<file path="src/rtl/bcd_alu_pkg.sv">
package bcd_alu_pkg;
  typedef enum logic [1:0] {
    BCD_ADD  = 2'b00,
    BCD_SUB  = 2'b01,
    BCD_NEG  = 2'b10,
    BCD_NEG2 = 2'b11
  } bcd_op_e;

  typedef struct packed {
    logic x;
    logic n;
    logic z;
    logic v;
    logic c;
  } bcd_flags_t;
endpackage

</file>
<file path="src/rtl/bcd_add_byte.sv">
module bcd_add_byte (
  input  logic [7:0] a_i,
  input  logic [7:0] b_i,
  input  logic       x_i,
  output logic [7:0] sum_o,
  output logic       carry_o,
  output logic       ovf_o
);
  logic [4:0] lo;
  logic [8:0] bin;
  logic [7:0] s1, s2;
  logic       lo_fix, dec;

  always_comb begin
    lo     = {1'b0, a_i[3:0]} + {1'b0, b_i[3:0]} + {4'b0, x_i};
    bin    = {1'b0, a_i} + {1'b0, b_i} + {8'b0, x_i};
    lo_fix = lo > 5'd9;                 // also covers half carry
    dec    = bin > 9'h099;
    s1     = bin[7:0] + (lo_fix ? 8'h06 : 8'h00);
    s2     = s1 + (dec ? 8'h60 : 8'h00);
    sum_o   = s2;
    carry_o = dec;
    ovf_o   = !bin[7] && s2[7];
  end
endmodule

</file>
<file path="src/rtl/bcd_sub_byte.sv">
module bcd_sub_byte (
  input  logic [7:0] a_i,
  input  logic [7:0] b_i,
  input  logic       x_i,
  output logic [7:0] diff_o,
  output logic       borrow_o,
  output logic       ovf_o
);
  logic [8:0] bin;
  logic [7:0] d1, d2;
  logic       lo_b;

  always_comb begin
    lo_b = {1'b0, a_i[3:0]} < ({1'b0, b_i[3:0]} + {4'b0, x_i});
    bin  = {1'b0, a_i} - {1'b0, b_i} - {8'b0, x_i};
    d1   = bin[7:0] - (lo_b ? 8'h06 : 8'h00);
    d2   = d1 - (bin[8] ? 8'h60 : 8'h00);
    diff_o   = d2;
    borrow_o = bin[8];
    ovf_o    = bin[7] && !d2[7];
  end
endmodule

</file>
<file path="src/rtl/bcd_seq.sv">
module bcd_seq #(
  parameter int LATENCY = 6
) (
  input  logic clk_i,
  input  logic rst_ni,
  input  logic start_i,
  output logic accept_o,
  output logic fire_o
);
  localparam int CNT_W = (LATENCY > 2) ? $clog2(LATENCY) : 1;

  logic [CNT_W-1:0] cnt_q;

  assign accept_o = start_i && (cnt_q == '0);
  assign fire_o   = (cnt_q == CNT_W'(1));

  always_ff @(posedge clk_i or negedge rst_ni) begin
    if (!rst_ni)          cnt_q <= '0;
    else if (accept_o)    cnt_q <= CNT_W'(LATENCY - 1);
    else if (cnt_q != '0) cnt_q <= cnt_q - CNT_W'(1);
  end

  // in-flight count always advances, a new start cannot reload it
  a_r9_busy_count: assert property (@(posedge clk_i) disable iff (!rst_ni)
    (cnt_q != '0) |=> (cnt_q == $past(cnt_q) - CNT_W'(1)));

  a_r8_fire_then_idle: assert property (@(posedge clk_i) disable iff (!rst_ni)
    fire_o |=> (cnt_q == '0));
endmodule

</file>
<file path="src/rtl/bcd_byte_alu.sv">
module bcd_byte_alu
  import bcd_alu_pkg::*;
#(
  parameter int DATA_W  = 32,
  parameter int LATENCY = 6
) (
  input  logic              clk_i,
  input  logic              rst_ni,
  input  logic              start_i,
  input  logic [1:0]        op_i,
  input  logic              x_i,
  input  logic              z_i,
  input  logic [DATA_W-1:0] dst_i,
  input  logic [7:0]        src_i,
  output logic [DATA_W-1:0] res_o,
  output logic              x_o,
  output logic              n_o,
  output logic              z_o,
  output logic              v_o,
  output logic              c_o,
  output logic              done_o
);
  localparam int HI_W = DATA_W - 8;

  logic              accept, fire;
  logic [DATA_W-1:0] dst_q;
  logic [7:0]        src_q;
  bcd_op_e           op_q;
  logic              x_q, z_q;

  logic [7:0] add_a, add_b, sub_a, sub_b, add_s, sub_d, byte_n;
  logic       add_c, add_v, sub_c, sub_v, neg_sel, carry_n, ovf_n;

  logic [DATA_W-1:0] res_q;
  bcd_flags_t        flags_q;
  logic              done_q;

  bcd_seq #(.LATENCY(LATENCY)) u_seq (
    .clk_i   (clk_i),
    .rst_ni  (rst_ni),
    .start_i (start_i),
    .accept_o(accept),
    .fire_o  (fire)
  );

  always_ff @(posedge clk_i or negedge rst_ni) begin
    if (!rst_ni) begin
      dst_q <= '0;
      src_q <= '0;
      op_q  <= BCD_ADD;
      x_q   <= 1'b0;
      z_q   <= 1'b0;
    end else if (accept) begin
      dst_q <= dst_i;
      src_q <= src_i;
      op_q  <= bcd_op_e'(op_i);
      x_q   <= x_i;
      z_q   <= z_i;
    end
  end

  assign neg_sel = op_q[1];
  assign add_a   = dst_q[7:0];
  assign add_b   = src_q;
  assign sub_a   = neg_sel ? 8'h00 : dst_q[7:0];
  assign sub_b   = neg_sel ? dst_q[7:0] : src_q;

  bcd_add_byte u_add (
    .a_i(add_a), .b_i(add_b), .x_i(x_q),
    .sum_o(add_s), .carry_o(add_c), .ovf_o(add_v)
  );

  bcd_sub_byte u_sub (
    .a_i(sub_a), .b_i(sub_b), .x_i(x_q),
    .diff_o(sub_d), .borrow_o(sub_c), .ovf_o(sub_v)
  );

  always_comb begin
    if (op_q == BCD_ADD) begin
      byte_n  = add_s;
      carry_n = add_c;
      ovf_n   = add_v;
    end else begin
      byte_n  = sub_d;
      carry_n = sub_c;
      ovf_n   = sub_v;
    end
  end

  always_ff @(posedge clk_i or negedge rst_ni) begin
    if (!rst_ni) begin
      res_q   <= '0;
      flags_q <= '0;
      done_q  <= 1'b0;
    end else begin
      done_q <= fire;
      if (fire) begin
        res_q     <= {dst_q[DATA_W-1:8], byte_n};
        flags_q.x <= carry_n;
        flags_q.c <= carry_n;
        flags_q.n <= byte_n[7];
        flags_q.v <= ovf_n;
        flags_q.z <= z_q && (byte_n == 8'h00);
      end
    end
  end

  assign res_o  = res_q;
  assign x_o    = flags_q.x;
  assign n_o    = flags_q.n;
  assign z_o    = flags_q.z;
  assign v_o    = flags_q.v;
  assign c_o    = flags_q.c;
  assign done_o = done_q;

  a_r1_upper_pass: assert property (@(posedge clk_i) disable iff (!rst_ni)
    done_o |-> (res_o[DATA_W-1:8] == dst_q[DATA_W-1:8]));

  a_r5_z_sticky: assert property (@(posedge clk_i) disable iff (!rst_ni)
    done_o |-> (!z_o || (z_q && res_o[7:0] == 8'h00)));

  a_r6_x_tracks_c: assert property (@(posedge clk_i) disable iff (!rst_ni)
    x_o == c_o);

  a_r8_done_pulse: assert property (@(posedge clk_i) disable iff (!rst_ni)
    done_o |=> !done_o);

  a_r10_hold: assert property (@(posedge clk_i) disable iff (!rst_ni)
    !done_o |-> ($stable(res_o) && $stable(flags_q)));

  initial a_r1_width: assert (HI_W > 0);
endmodule

</file>
<file path="config.mk">
export PLATFORM = sky130hd
export DESIGN_NAME = bcd_byte_alu
export DESIGN_NICKNAME = d
export VERILOG_FILES = /design/src/rtl/bcd_alu_pkg.sv /design/src/rtl/bcd_add_byte.sv /design/src/rtl/bcd_sub_byte.sv /design/src/rtl/bcd_seq.sv /design/src/rtl/bcd_byte_alu.sv
export SDC_FILE = /design/constraint.sdc
export NUM_CORES = 1
export LEC_CHECK = 0
export BUFFER_PORTS_ARGS = -buffer_cell sky130_fd_sc_hd__buf_2
export CORE_ASPECT_RATIO = 1.4
export CORE_MARGIN = 2
export CORE_UTILIZATION = 30
export CTS_BUF_LIST = sky130_fd_sc_hd__clkbuf_8
export DETAILED_ROUTE_END_ITERATION = 8
export GPL_TIMING_DRIVEN = 1
export PLACE_DENSITY_LB_ADDON = 0.3
export SYNTH_ARGS = -nofsm -noshare
export SYNTH_HDL_FRONTEND = slang
export SYNTH_SLANG_ARGS = --single-unit
</file>
<file path="constraint.sdc">
create_clock -name clk_i -period 9.7 [get_ports clk_i]
set_input_delay 1.455 -clock clk_i [delete_from_list [all_inputs] [get_ports clk_i]]
set_output_delay 1.455 -clock clk_i [all_outputs]
set_load 0.05 [all_outputs]
</file>
==> run metrics <==
status finished, final reports clean; top-level port count 85; pin count of the biggest net entering global routing 84; crit-path max FO 21; crit-path max cell delay 0.75 ns; crit-path leading delay family compound AO/OA/AOI/OAI gates; detailed-route DRC error count 0; Max Cap Viol 0; Synth async-reset ratio 1.00; fmax 0.221 GHz; syn avg cell area between 10 and 15 um^2; CP Launch Type flop; CP cell instances o21a_1, inv_1, ha_1, ha_1, inv_1, ha_1, nor2b_1, o21ai_0, nand2b_1, a21oi_1, a31o_2, ha_1, inv_1, ha_1, nor2b_1, a311oi_1, nand3_1, a21oi_1, xnor2_1, xnor2_1, a21oi_1, a32o_1; Sink Count 83; worst setup path endpoint z_o; post-synthesis net count 565; CP Class reg -> reg; GP Congestion 0.831; number of H-tree levels 3; Area growth syn-to-layout 17.2%; DRT antenna net count 0; Layout fillers 1,651; top cells by area, synth dfrtp_1 43%, mux2_2 12%, ha_1 11%; crit path DAT between 4 and 5 ns; Final Max Slew Viols 0; post-cts sizing count 0; Yosys reg bits just over 80; DR vias 3,535; Critical Path Start op_q[1]; Critical Path Sink Type flop; RSZ-0062 raised after global routing no; post-cts hold buffer count 0; Port Buf Inserts 84; number of flops mapped to enable cells by yosys 0; Layout Nets 643; R2R cell count 22; vias in the first global route 3,669; final worst-path cycle share 0.467; HP Class reg -> reg; dpl hpwl ~8000 um; Starting Density 0.303; Die W 111 um; CP dominant cell by count ha_1; Tightest Pin Transition 1.15 ns; clock latency on the worst-skew pair 0.36 ns; vias per inst 4.69; CTS buffer count 9; R2R Setup Slk ~5.2 ns; Unique masters post-synth 51; post-synth top area cell dfrtp_1; part of the Yosys area used for sequential elements 0.429; YS warnings 0; commonest cells in the netlist 86 x nand2_1, 83 x dfrtp_1, 51 x mux2_2, 41 x ha_1, 33 x inv_1; Top FF cell, synth dfrtp_1; slowest stage cell, crit path dfrtp_1; CTS tree done; Cell Rows 55; minimum clock period 4.53 ns; first-pass GRT wire length about 18,000 um; final-report hold violation count 0; most numerous cell in the Yosys netlist nand2_1; total track usage 0.128; die area 17,200 um^2; post-synth top area share 0.429; per-cell routed wire length 13.7 um; clk_skew 0.0133 ns; Ant. Diodes 0; worst path bufs/invs 3; reg-to-reg startpoint op_q[1]; cell area after synthesis 4840 um^2; final wirelength 10,400 um; initial antenna violation count 0; clock root buffer clkbuf_8; setup TNS 0 ns; CTS clk-pin slew, worst paths 0.09 ns; DIE HEIGHT between 150 and 200 um; Synth Instances 472; clk buf depth 2; Detailed Route Iter0 Violations 83; WP data required 9.94 ns; fraction of layout cells with a size suffix above 1 0.299; FF-to-FF End z_o; # Post-CTS Setup Buffers 0; core footprint 16,000 um^2; final setup vio count 0; Initial DRT Pass Iterations 4; Max-slew headroom 0.233; instance count on the critical path 22; total global routing overflow 0
## cells by family (layout without fill, tap and decap cells)
group                      count (synthesis)  after routing  share of synthesized area
and+or+nand+nor                          150            150                      0.143
DFF                                       83             83                      0.429
AOI/OAI and AO/OA                         61             61                     0.0824
muxes                                     54             54                      0.125
buffers and inverters                     52            135                     0.0419
adders and majority gates                 47             47                      0.129
xor gates and xnor gates                  25             25                     0.0506
## cells in the final DEF (no fill, tap or decap), types with 2 or more instances in the layout
| master | synthesis | final |
|---|---|---|
| o22ai_1 | 2 | 2 |
| buf_4 | 2 | 3 |
| mux2_2 | 51 | 51 |
| a21boi_0 | 2 | 2 |
| o21bai_1 | 5 | 5 |
| ha_1 | 41 | 41 |
| a21o_1 | 2 | 2 |
| nand2b_1 | 11 | 10 |
| nand3b_1 | 3 | 3 |
| buf_2 | 0 | 83 |
| or2_1 | 2 | 2 |
| nor3_1 | 3 | 3 |
| nor2_1 | 15 | 15 |
| clkbuf_8 | 0 | 9 |
| and2_1 | 2 | 2 |
| nand2_1 | 86 | 85 |
| nand3_1 | 8 | 8 |
| nor2b_1 | 7 | 7 |
| a21oi_1 | 19 | 19 |
| fa_1 | 5 | 5 |
| o21ai_0 | 14 | 14 |
| mux2i_1 | 3 | 3 |
| xor2_1 | 6 | 6 |
| a31o_2 | 2 | 2 |
| a31oi_1 | 2 | 2 |
| clkinv_4 | 0 | 2 |
| dfrtp_1 | 83 | 83 |
| inv_1 | 33 | 34 |
| or2_2 | 4 | 4 |
| a211oi_1 | 3 | 3 |
| xnor2_1 | 17 | 17 |
| bufinv_16 | 0 | 2 |
| nor4_1 | 2 | 2 |
## layer usage
layer  wire (um)  track usage
met1        4170        0.142
met2        5540        0.234
met3         251       0.0227
met4         408       0.0653
met5           0            0
## area by class of cell
| type | instances | area (um^2) | share of cell area |
|---|---|---|---|
| clock inverter | 7 | 93.8 | 0.0165 |
| sequential | 83 | 2080 | 0.366 |
| tap | 199 | 249 | 0.0439 |
| multi-input combinational | 337 | 2570 | 0.453 |
| clock buffer | 9 | 124 | 0.0218 |
| timing repair buffer | 86 | 438 | 0.0772 |
| inverter | 33 | 124 | 0.0218 |
## worst min-delay path, stage by stage, from the launching register on
cell and delay [ns]:
dfrtp_1 0.34, nand2_1 0.05, nand2_1 0.05
## stage by stage
stage / hold WS, ns / std cells / util / cell area [um^2] / setup slack (ns)
after CTS: 0.470 / 754 / 0.355 / 5670 / 5.14
after floorplan: 0.433 / 472 / - / 4840 / 5.34
after global routing: 0.474 / 754 / 0.355 / 5670 / 4.68
after detailed placement: 0.449 / 738 / 0.342 / 5460 / 5.16
after global placement: 0.440 / 738 / 0.342 / 5460 / 5.27
final: 0.466 / 754 / 0.355 / 5670 / 5.17
## sequential cells by signal, indices dropped and copies added, names as in the netlist, 2 cells and up
name,flops
add_b,8
dst_q,32
op_q,2
res_o,32
u_seq.cnt_q,3
## worst min path at each step
stage	start	to	cells after the start
global placement	dst_q[15]	res_o[15]	2
floorplan	dst_q[10]	res_o[10]	2
global route	dst_q[11]	res_o[11]	2
finish	dst_q[11]	res_o[11]	2
CTS	dst_q[11]	res_o[11]	2
detailed placement	dst_q[31]	res_o[31]	2
Power is left out: the tool's default activity adds up to more than one toggle a clock period on the data nets, which glitch-free logic cannot reach.
